File: src/rtl/cpuhp_pkg.sv
package cpuhp_pkg;
  localparam logic [3:0] OFF_SEL   = 4'd0;
  localparam logic [3:0] OFF_FLAGS = 4'd4;
  localparam logic [3:0] OFF_CMD   = 4'd5;
  localparam logic [3:0] OFF_DATA  = 4'd8;

  typedef enum logic [1:0] {
    CMD_NEXT   = 2'd0,
    CMD_OST_EV = 2'd1,
    CMD_OST_ST = 2'd2,
    CMD_CPU_ID = 2'd3
  } cmd_e;

  // strobes from register control to slot datapath
  typedef struct packed {
    logic        clrIns;
    logic        clrRmv;
    logic        eject;
    logic        fwSet;
    logic        ostEvWr;
    logic        ostStWr;
    logic [7:0]  slot;
    logic [31:0] data;
  } strobes_t;
endpackage

File: src/rtl/cpuhp_ctrl.sv
module cpuhp_ctrl
  import cpuhp_pkg::*;
#(
  parameter int          NUM_SLOTS = 8,
  parameter logic [63:0] ID_BASE   = 64'h0000_0A00_0000_0010,
  parameter logic [63:0] ID_STRIDE = 64'h0000_0001_0000_0001,
  localparam int         SLOT_W    = (NUM_SLOTS > 1) ? $clog2(NUM_SLOTS) : 1
) (
  input  logic                 clk,
  input  logic                 rstN,
  input  logic                 busWe,
  input  logic [3:0]           busAddr,
  input  logic [31:0]          busWdata,
  output logic [31:0]          busRdata,
  input  logic [NUM_SLOTS-1:0] presVec,
  input  logic [NUM_SLOTS-1:0] insVec,
  input  logic [NUM_SLOTS-1:0] rmvVec,
  input  logic [NUM_SLOTS-1:0] fwVec,
  output strobes_t             strb
);
  localparam logic [SLOT_W:0] N_EXT = (SLOT_W+1)'(NUM_SLOTS);

  logic [31:0]          selQ;
  cmd_e                 cmdQ;
  logic                 selOk;
  logic [SLOT_W-1:0]    selIdx;
  logic [NUM_SLOTS-1:0] pendVec;
  logic                 found;
  logic [SLOT_W-1:0]    foundIdx;
  logic [63:0]          archId;

  assign selOk   = selQ < 32'(NUM_SLOTS);
  assign selIdx  = selQ[SLOT_W-1:0];
  assign pendVec = insVec | rmvVec | fwVec;
  assign archId  = ID_BASE + ID_STRIDE * 64'(selIdx);

  // circular search starting at the selector
  always_comb begin
    logic [SLOT_W:0] cand;
    found    = 1'b0;
    foundIdx = '0;
    for (int k = 0; k < NUM_SLOTS; k++) begin
      cand = {1'b0, selIdx} + (SLOT_W+1)'(k);
      if (cand >= N_EXT) cand = cand - N_EXT;
      if (!found && pendVec[cand[SLOT_W-1:0]]) begin
        found    = 1'b1;
        foundIdx = cand[SLOT_W-1:0];
      end
    end
  end

  // strobe decode, flag bits by priority
  always_comb begin
    strb      = '0;
    strb.slot = 8'(selIdx);
    strb.data = busWdata;
    if (busWe && selOk) begin
      if (busAddr == OFF_FLAGS) begin
        if (busWdata[1])      strb.clrIns = 1'b1;
        else if (busWdata[2]) strb.clrRmv = 1'b1;
        else if (busWdata[3]) strb.eject  = 1'b1;
        else if (busWdata[4]) strb.fwSet  = 1'b1;
      end else if (busAddr == OFF_DATA) begin
        strb.ostEvWr = (cmdQ == CMD_OST_EV);
        strb.ostStWr = (cmdQ == CMD_OST_ST);
      end
    end
  end

  always_ff @(posedge clk or negedge rstN) begin
    if (!rstN) begin
      selQ <= '0;
      cmdQ <= CMD_NEXT;
    end else if (busWe) begin
      if (busAddr == OFF_SEL) begin
        selQ <= busWdata;
      end else if (selOk && busAddr == OFF_CMD && busWdata[7:0] < 8'd4) begin
        cmdQ <= cmd_e'(busWdata[1:0]);
        if (busWdata[1:0] == 2'd0 && found) selQ <= 32'(foundIdx);
      end
    end
  end

  always_comb begin
    busRdata = '0;
    if (selOk) begin
      case (busAddr)
        OFF_SEL:   if (cmdQ == CMD_CPU_ID) busRdata = archId[63:32];
        OFF_FLAGS: busRdata = {27'd0, fwVec[selIdx], 1'b0, rmvVec[selIdx],
                               insVec[selIdx], presVec[selIdx]};
        OFF_DATA: begin
          if (cmdQ == CMD_NEXT)        busRdata = selQ;
          else if (cmdQ == CMD_CPU_ID) busRdata = archId[31:0];
        end
        default: busRdata = '0;
      endcase
    end
  end


  cmd_change_chk: assert property (@(posedge clk) disable iff (!rstN)
    !$stable(cmdQ) |-> $past(busWe && busAddr == OFF_CMD && busWdata[7:0] < 8'd4));


  scan_lands_chk: assert property (@(posedge clk) disable iff (!rstN)
    (busWe && busAddr == OFF_CMD && busWdata[7:0] == 8'd0 && selOk && (|pendVec))
      |=> pendVec[selIdx]);
endmodule

File: src/rtl/cpuhp_slots.sv
module cpuhp_slots
  import cpuhp_pkg::*;
#(
  parameter int  NUM_SLOTS = 8,
  localparam int SLOT_W    = (NUM_SLOTS > 1) ? $clog2(NUM_SLOTS) : 1
) (
  input  logic                 clk,
  input  logic                 rstN,
  input  strobes_t             strb,
  input  logic                 plugVld,
  input  logic [SLOT_W-1:0]    plugSlot,
  input  logic                 unplugReqVld,
  input  logic [SLOT_W-1:0]    unplugReqSlot,
  input  logic                 unplugDoneVld,
  input  logic [SLOT_W-1:0]    unplugDoneSlot,
  output logic [NUM_SLOTS-1:0] presVec,
  output logic [NUM_SLOTS-1:0] insVec,
  output logic [NUM_SLOTS-1:0] rmvVec,
  output logic [NUM_SLOTS-1:0] fwVec,
  output logic                 eventIrq,
  output logic                 ejectVld,
  output logic [SLOT_W-1:0]    ejectSlot,
  output logic                 ostVld,
  output logic [SLOT_W-1:0]    ostSlot,
  output logic [31:0]          ostEvent,
  output logic [31:0]          ostStatus
);
  logic [SLOT_W-1:0] tgt;
  logic              tgtLive;
  logic              ejAcc;
  logic              fwAcc;
  logic              plugOk;
  logic              reqOk;
  logic [31:0]       ostEvQ [NUM_SLOTS];

  assign tgt     = strb.slot[SLOT_W-1:0];
  assign tgtLive = presVec[tgt] && (tgt != '0);
  assign ejAcc   = strb.eject && tgtLive;
  assign fwAcc   = strb.fwSet && tgtLive;
  assign plugOk  = plugVld && (32'(plugSlot) < 32'(NUM_SLOTS));
  assign reqOk   = unplugReqVld && (32'(unplugReqSlot) < 32'(NUM_SLOTS));

  for (genvar i = 0; i < NUM_SLOTS; i++) begin : g_slot
    logic onMe, hitPlug, hitReq, hitDone;
    assign onMe    = (tgt == SLOT_W'(i));
    assign hitPlug = plugVld && plugSlot == SLOT_W'(i);
    assign hitReq  = unplugReqVld && unplugReqSlot == SLOT_W'(i);
    assign hitDone = unplugDoneVld && unplugDoneSlot == SLOT_W'(i);

    always_ff @(posedge clk or negedge rstN) begin
      if (!rstN) begin
        presVec[i] <= (i == 0);
        insVec[i]  <= 1'b0;
        rmvVec[i]  <= 1'b0;
        fwVec[i]   <= 1'b0;
        ostEvQ[i]  <= '0;
      end else begin
        if (hitPlug)                        presVec[i] <= 1'b1;
        else if (hitDone || (ejAcc && onMe)) presVec[i] <= 1'b0;
        if (hitPlug)                        insVec[i] <= 1'b1;
        else if (strb.clrIns && onMe)       insVec[i] <= 1'b0;
        if (hitReq)                         rmvVec[i] <= 1'b1;
        else if (strb.clrRmv && onMe)       rmvVec[i] <= 1'b0;
        if (fwAcc && onMe)                  fwVec[i] <= 1'b1;
        else if (ejAcc && onMe)             fwVec[i] <= 1'b0;
        if (strb.ostEvWr && onMe)           ostEvQ[i] <= strb.data;
      end
    end


    ins_source_chk: assert property (@(posedge clk) disable iff (!rstN)
      $rose(insVec[i]) |-> $past(plugVld && plugSlot == SLOT_W'(i)));
  end

  always_ff @(posedge clk or negedge rstN) begin
    if (!rstN) begin
      eventIrq  <= 1'b0;
      ejectVld  <= 1'b0;
      ejectSlot <= '0;
      ostVld    <= 1'b0;
      ostSlot   <= '0;
      ostEvent  <= '0;
      ostStatus <= '0;
    end else begin
      eventIrq <= plugOk || reqOk;
      ejectVld <= ejAcc;
      ostVld   <= strb.ostStWr;
      if (ejAcc) ejectSlot <= tgt;
      if (strb.ostStWr) begin
        ostSlot   <= tgt;
        ostEvent  <= ostEvQ[tgt];
        ostStatus <= strb.data;
      end
    end
  end


  boot_guard_chk: assert property (@(posedge clk) disable iff (!rstN)
    ejectVld |-> ejectSlot != '0);


  boot_fw_chk: assert property (@(posedge clk) disable iff (!rstN)
    !fwVec[0]);


  irq_cause_chk: assert property (@(posedge clk) disable iff (!rstN)
    eventIrq |-> $past(plugVld || unplugReqVld));
endmodule

File: src/rtl/cpuhp_top.sv
module cpuhp_top
  import cpuhp_pkg::*;
#(
  parameter int          NUM_SLOTS = 8,
  parameter logic [63:0] ID_BASE   = 64'h0000_0A00_0000_0010,
  parameter logic [63:0] ID_STRIDE = 64'h0000_0001_0000_0001,
  localparam int         SLOT_W    = (NUM_SLOTS > 1) ? $clog2(NUM_SLOTS) : 1
) (
  input  logic              clk,
  input  logic              rstN,
  input  logic              busWe,
  input  logic [3:0]        busAddr,
  input  logic [31:0]       busWdata,
  output logic [31:0]       busRdata,
  input  logic              plugVld,
  input  logic [SLOT_W-1:0] plugSlot,
  input  logic              unplugReqVld,
  input  logic [SLOT_W-1:0] unplugReqSlot,
  input  logic              unplugDoneVld,
  input  logic [SLOT_W-1:0] unplugDoneSlot,
  output logic              eventIrq,
  output logic              ejectVld,
  output logic [SLOT_W-1:0] ejectSlot,
  output logic              ostVld,
  output logic [SLOT_W-1:0] ostSlot,
  output logic [31:0]       ostEvent,
  output logic [31:0]       ostStatus
);
  strobes_t             strb;
  logic [NUM_SLOTS-1:0] presVec, insVec, rmvVec, fwVec;

  cpuhp_ctrl #(
    .NUM_SLOTS(NUM_SLOTS), .ID_BASE(ID_BASE), .ID_STRIDE(ID_STRIDE)
  ) u_ctrl (
    .clk(clk), .rstN(rstN), .busWe(busWe), .busAddr(busAddr),
    .busWdata(busWdata), .busRdata(busRdata), .presVec(presVec),
    .insVec(insVec), .rmvVec(rmvVec), .fwVec(fwVec), .strb(strb)
  );

  cpuhp_slots #(.NUM_SLOTS(NUM_SLOTS)) u_slots (
    .clk(clk), .rstN(rstN), .strb(strb),
    .plugVld(plugVld), .plugSlot(plugSlot),
    .unplugReqVld(unplugReqVld), .unplugReqSlot(unplugReqSlot),
    .unplugDoneVld(unplugDoneVld), .unplugDoneSlot(unplugDoneSlot),
    .presVec(presVec), .insVec(insVec), .rmvVec(rmvVec), .fwVec(fwVec),
    .eventIrq(eventIrq), .ejectVld(ejectVld), .ejectSlot(ejectSlot),
    .ostVld(ostVld), .ostSlot(ostSlot), .ostEvent(ostEvent),
    .ostStatus(ostStatus)
  );
endmodule

File: config.mk
export PLATFORM = sky130hd
export DESIGN_NAME = cpuhp_top
export DESIGN_NICKNAME = d
export VERILOG_FILES = /design/src/rtl/cpuhp_pkg.sv /design/src/rtl/cpuhp_ctrl.sv /design/src/rtl/cpuhp_slots.sv /design/src/rtl/cpuhp_top.sv
export SDC_FILE = /design/constraint.sdc
export NUM_CORES = 1
export LEC_CHECK = 0
export ABC_AREA = 1
export BUFFER_PORTS_ARGS = -buffer_cell sky130_fd_sc_hd__buf_2
export CORE_UTILIZATION = 44
export DETAILED_ROUTE_END_ITERATION = 10
export PLACE_DENSITY_LB_ADDON = 0.3
export SETUP_SLACK_MARGIN = 0.3
export SLEW_MARGIN = 40
export SYNTH_ARGS = -nofsm -noshare
export SYNTH_HDL_FRONTEND = slang
export SYNTH_SLANG_ARGS = --single-unit
File: constraint.sdc
create_clock -name clk -period 4 [get_ports clk]
set_input_delay 0.6 -clock clk [delete_from_list [all_inputs] [get_ports clk]]
set_output_delay 0.6 -clock clk [all_outputs]
set_load 0.02 [all_outputs]
# [Word level (Yosys, flattened, before mapping)]
# Index checks and enable logic that the tools add are counted.
[totals] elab_cells=396 input_bits=51 reg_bits=395
[op_classes] mul=1 n_reduce_logical=138 n_eq_ne=34 order_cmp=20 muxes=134 addsub=16 bitwise=4
[ops] op="$mux 32" n=9
[ops] op="$bmux 32 s3" n=1
[ops] op="$pmux 32 s3" n=1
[ops] op="$mux 1" n=89
[ops] op="$logic_and 1x1->1" n=78
[ops] op="$reduce_bool 2->1" n=34
[ops] op="$mux 3" n=17
[ops] op="$eq 3x3->1 const B" n=16
[ops] op="$add 44x36->45 const A" n=1
[ops] op="$bmux 1 s3" n=12
[ops] op="$lt 3x4->1 const B" n=9
[ops] op="$mul 33x3->36 const A" n=1
[ops] op="$ge 4x4->1 const B" n=8
[ops] op="$lt 32x4->1 const B" n=1
[ops] op="$eq 3x2->1 const B" n=8
[ops] op="$sub 3x1->3 const B" n=8
[ops] op="$add 3x3->4 const B" n=4
[ops] op="$or 8x8->8" n=2
[ops] op="$eq 3x1->1 const B" n=4
[ops] op="$logic_not 3->1" n=4
[ops] op="$logic_or 1x1->1" n=9
[ops] op="$add 3x2->4 const B" n=2
[ops] op="$eq 4x3->1 const B" n=2
[ops] op="$lt 8x3->1 const B" n=1
[ops] op="other kinds (15)" n=26

# [Logic depth before layout (Yosys ltp)]
[logic_depth] word_depth=30 ltp_mapped=23 depth_no_buf=18

# [Hierarchy]
# Synthesis repeated with hierarchy kept, for this count alone.
[unflattened] cells_unflattened=2147 area_unflattened_um2=18544.0
[by_module_without_submodules] module="cpuhp_slots" cells_per_inst=1653 seq_area_each_um2=9034.9 instances=1 area_each_um2=15170.8
[by_module_without_submodules] module="cpuhp_ctrl" cells_per_inst=494 seq_area_each_um2=850.8 instances=1 area_each_um2=3373.2

# [Least setup slack after synthesis]
# Ideal clock, no wire load.
[synth_timing] path_kind="register to register" from="register u_ctrl.selQ[0]" to="register u_ctrl.selQ[2]" synth_period_minus_slack_ns=3.040 n_path_buf=5 arrival_time_ns=2.924 path_slack_ns=0.960 stages_incl_launch_ff=20 path_cell_list="dfrtp_1 > inv_2 > buf_6 > buf_2 > buf_1 > clkbuf_1 > ha_1 > buf_2 > nand3_1 > nand3_1 > nand2_2 > nand4_4 > nor2_4 > nand4_4 > nand3_4 > nand2_4 > nand2_2 > inv_1 > nand2_1 > nand2_1"
[synth_between] elab_chain_cells=29 elab_cells_between_ends=87 cone_classes="add/sub (15); order compare (9); mux (43); reduce/logical (20)"
[synth_lines] element="start, declared" line_no="cpuhp_ctrl.sv:23" text="logic [31:0] selQ;"
[synth_lines] element="start signal, assigned" line_no="cpuhp_ctrl.sv:76" text="selQ <= busWdata;"
[synth_lines] element="start signal, assigned" line_no="cpuhp_ctrl.sv:79" text="if (busWdata[1:0] == 2'd0 && found) selQ <= 32'(foundIdx);"
[synth_lines] element="branches (longest 29 deep; another with $add 3x1->4)"
# Parallel ways; which one is timed is not known. The select of a mux whose other input is x is not followed.
# A chain may end at the register's enable or synchronous reset.

# [Worst setup path in the final report]
[layout_timing] from="register u_ctrl.selQ[1]" to="output port busRdata[2]"
[layout_between] elab_chain_cells=6 elab_cells_between_ends=10 cone_classes="add/sub (1); mul (1); order compare (1); mux (7)"
[layout_lines] element="$mul 33x3->36" line_no="cpuhp_ctrl.sv:35" text="assign archId = ID_BASE + ID_STRIDE * 64'(selIdx);"
[layout_lines] element="$add 44x36->45" line_no="cpuhp_ctrl.sv:35"
[layout_lines] element="$mux 32" line_no="cpuhp_ctrl.sv:93" text="else if (cmdQ == CMD_CPU_ID) busRdata = archId[31:0];"
[layout_lines] element="$mux 32" line_no="cpuhp_ctrl.sv:92" text="if (cmdQ == CMD_NEXT) busRdata = selQ;"
[layout_lines] element="$pmux 32 s3" line_no="cpuhp_ctrl.sv:87" text="case (busAddr)"
[layout_lines] element="$mux 32 (*)" line_no="cpuhp_ctrl.sv:86" text="if (selOk) begin"
[layout_lines] element="end, declared" line_no="cpuhp_top.sv:14" text="output logic [31:0] busRdata,"
# Mark *: on every way between the ends. The rest lies on a longest branch, timed or not. The select of a mux whose other input is x is not followed.

==> impl_metrics.py <==
metrics = {
    "clocking": {
        "holdBufCountCts": 0,
        "numCtsBuffers": 43,
        "clock_latency_ns": 0.56,
        "clkSlewWorstSetupHoldPaths_ns": 0.06,
        "clockBufferDepth": 3,
        "cts_resized": 0,
        "htreeDepth": 2,
        "tritoncts": "built",
        "cts_sinks": 395,
        "postCtsSetupBuffers": 0,
        "cts_root_buffer": "clkbuf_16",
    },
    "timing": {
        "skew_ns": 0.0181,
        "min_period_over_period_pct": 86.8,
        "finalWorstSetupSlack_ns": 0.528,
        "min_period_ns": 3.47,
        "hold_viol": 1,
        "timing.slew.headroom_pct": 46.8,
        "setup_viol": 0,
        "tightest_slew_ns": 0.798,
        "clock.fmax_ghz": 0.288,
        "rsz0062_at_grt": "no",
        "final_max_slew_viol_count": 0,
        "fin_tns_setup_ns": 0,
        "hold_slack_ns": -0.000552,
    },
    "setup_path": {
        "critical_path_peak_fanout": 24,
        "worstSetupPathType": "flop to output pin",
        "crit_arrival_ns": 2.87,
        "cp.required_ns": 3.40,
        "crit_path_start_kind": "flop",
        "end_kind": "output pin",
    },
    "global_routing": {
        "grt_use_total_pct": 24.0,
        "antenna_found_initial": 0,
        "grt_pass1_wl_um": 79800,
        "grt_max_degree": 102,
        "grt_overflow_total": 0,
        "grt_pass1_vias": 14589,
    },
    "power": {
        "pwr_density_cell_mw_per_mm2": 438,
        "ir_drop_v": 0.000291,
        "power_mw": 9.02,
        "leakagePower_nw": 9.85,
    },
    "finish": {
        "antennaDiodeCount": 0,
        "multiInputGateArea_mm2": 0.00708,
        "fillerInstances": 3908,
        "final_layout_size_suffix_gt1_share_pct": 11.5,
        "layout.nets": 2249,
        "area.sequential_mm2": 0.00989,
        "fin_cells": 2752,
        "syn2layout_area_growth_pct": 12.8,
    },
    "synth": {
        "synth_area_leader_cell": "dfrtp_1",
        "muxShareOfSynthArea_pct": 0,
        "yosysWarnings": 0,
        "synth_top_area_share_pct": 54.0,
        "synth_edf_count": 0,
        "synth-compound-area-share_pct": 20.7,
        "synthSimpleGateAreaFrac_pct": 16.9,
        "synth_cells": 2116,
        "synth_area_leaders": "dfrtp_1 54%, o21ai_0 11%, nand2_1 9.2%, inv_1 3.5%, o21a_1 3.5%",
        "syn_area_per_cell_um2": 8.63,
        "synthFlopType": "dfrtp_1",
        "synth_adder_area_share_pct": 0.479,
        "netlist_area_mm2": 0.0183,
        "synthXorXnorAreaFrac_pct": 0.0479,
        "synth-seq-cells": 395,
        "ys_seq_area_share_pct": 54.1,
        "synthArstFlopShare_pct": 100,
        "synth.distinct_cells": 40,
        "synth_top_family_by_area": "compound AO/OA/AOI/OAI gates",
    },
    "drt": {
        "first_iter_violations": 1319,
        "viasPerCell": 5.42,
        "vias": 14929,
        "postRouteAntennaNets": 0,
        "first_pass_iters": 5,
        "drt-wirelength-per-cell_um": 17.9,
        "drt_wl_total_um": 49400,
        "remaining_drc_errors": 0,
    },
    "floorplanning": {
        "placement_rows": 74,
        "die_w_um": 206,
        "dieArea_mm2": 0.0423,
        "start_util_pct": 44.6,
        "core_mm2": 0.0409,
        "die_h_um": 206,
        "ios": 156,
    },
    "placement": {
        "port_buffers": 129,
        "dpl.cell_count": 2678,
        "place_congestion": 0.907,
        "place_ws_ns": 0.835,
        "place_hpwl_um": 31700,
    },
    "run": {
        "drv_cap": 0,
    },
    "status": {
        "status": "complete, but fails checks",
        "violations": "hold timing",
    },
    "min_path": {
        "hp-class": "input port to async pin",
    },
}
[through the flow]
stage,utilization [%],instance area (um2)
detailed placement,47.0,19200
global route,50.3,20600
floorplan,-,18400
finish,50.3,20600
CTS,50.3,20600
global placement,47.0,19200
[layout by cell type (no fill, tap or decap), types with 13 or more instances in the layout]
master | Yosys | layout
inv_1 | 172 | 172
o2111a_1 | 32 | 32
conb_1 | 1 | 26
clkbuf_1 | 52 | 13
a21oi_1 | 84 | 84
dfrtp_1 | 394 | 392
buf_2 | 51 | 128
nand3_1 | 75 | 75
clkbuf_16 | 0 | 45
nand2_1 | 447 | 446
o21ai_1 | 38 | 38
o21ai_0 | 403 | 403
nor2_1 | 152 | 152
o21a_1 | 85 | 85
[routing by layer]
metal	track usage [%]	vias up	routed length, um
met2	38.6	417	23100
met3	3.53	65	2670
met4	6.38	0	933
li1	-	7111	-
met1	33.9	7336	22700
met5	0	-	0
[state kept, by name, summed over array words and instances, names as in the netlist]
register,cells
u_slots.ostEvQ,256
u_ctrl.selQ,32
u_slots.ostEvent,32
u_slots.ostStatus,32
u_slots.fwVec,8
u_slots.insVec,8
u_slots.presVec,8
u_slots.rmvVec,8
u_slots.ejectSlot,3
u_slots.ostSlot,3
u_ctrl.cmdQ,2
u_slots.ejectVld,1
u_slots.eventIrq,1
u_slots.ostVld,1
[layout make-up]
class / instances / share of cell area [%]
Sequential cell: 395 / 48.0
Multi-Input combinational cell: 1422 / 34.4
Timing Repair Buffer: 150 / 4.47
Tap cell: 532 / 3.23
Clock inverter: 7 / 0.322
Inverter: 179 / 3.28
Clock buffer: 67 / 6.30
[cell usage after synthesis (3+ instances only)]
master and count:
nand3_1 75, inv_2 6, inv_1 172, nand4_1 9, buf_4 29, nand2_1 447
nor3_1 3, nand2_4 6, nand2_2 4, nand3_2 3, nor2_1 152, o21a_1 85
a21oi_1 84, buf_1 10, ha_1 7, o2111a_1 32, nor2_2 4, o22ai_1 11
nor2_4 8, o21ai_1 38, o211ai_1 6, dfrtp_1 394, clkbuf_1 52, buf_2 51
o21ai_0 403, buf_6 3
[worst max-delay path, cell delays in order (launching register included)]
cell and delay, ns:
dfrtp_1 0.67, inv_2 0.24, nor2_2 0.15, buf_4 0.35
o21ai_0 0.15, o22ai_1 0.18, o21ai_0 0.13, a21oi_1 0.24
buf_2 0.20
[logic make-up (layout without fill, tap and decap cells)]
kind of cell               Yosys count  after routing
and+or+nand+nor                    723            723
AOI/OAI and AO/OA                  665            665
DFF                                395            395
buffers and inverters              324            403
adders and majority gates            7              7
other                                1             26
xor gates and xnor gates             1              1
[where the power goes]
part / switching [mW] / total [mW] / internal, mW
sequential: 0.0782 / 4.17 / 4.09
combinational: 0.719 / 0.991 / 0.273
clock: 1.58 / 3.86 / 2.29
[worst paths after layout]
check                                       from              endpoint  slack, ns  cells after the start
worst max-delay path              u_ctrl.selQ[1]           busRdata[2]       0.53                      8
worst min-delay path                        rstN        u_slots.ostVld    -0.0006                      1
worst max register to register    u_ctrl.selQ[1]        u_ctrl.selQ[0]       0.78                     14
worst min register to register  u_slots.fwVec[0]      u_slots.fwVec[0]       0.43                      0
max in group asynchronous                   rstN  u_slots.ostStatus[9]       3.00                      2
min in group clk                unplugReqSlot[2]     u_slots.rmvVec[3]       0.24                      2
No activity file was read; power rests on OpenSTA's default activity.
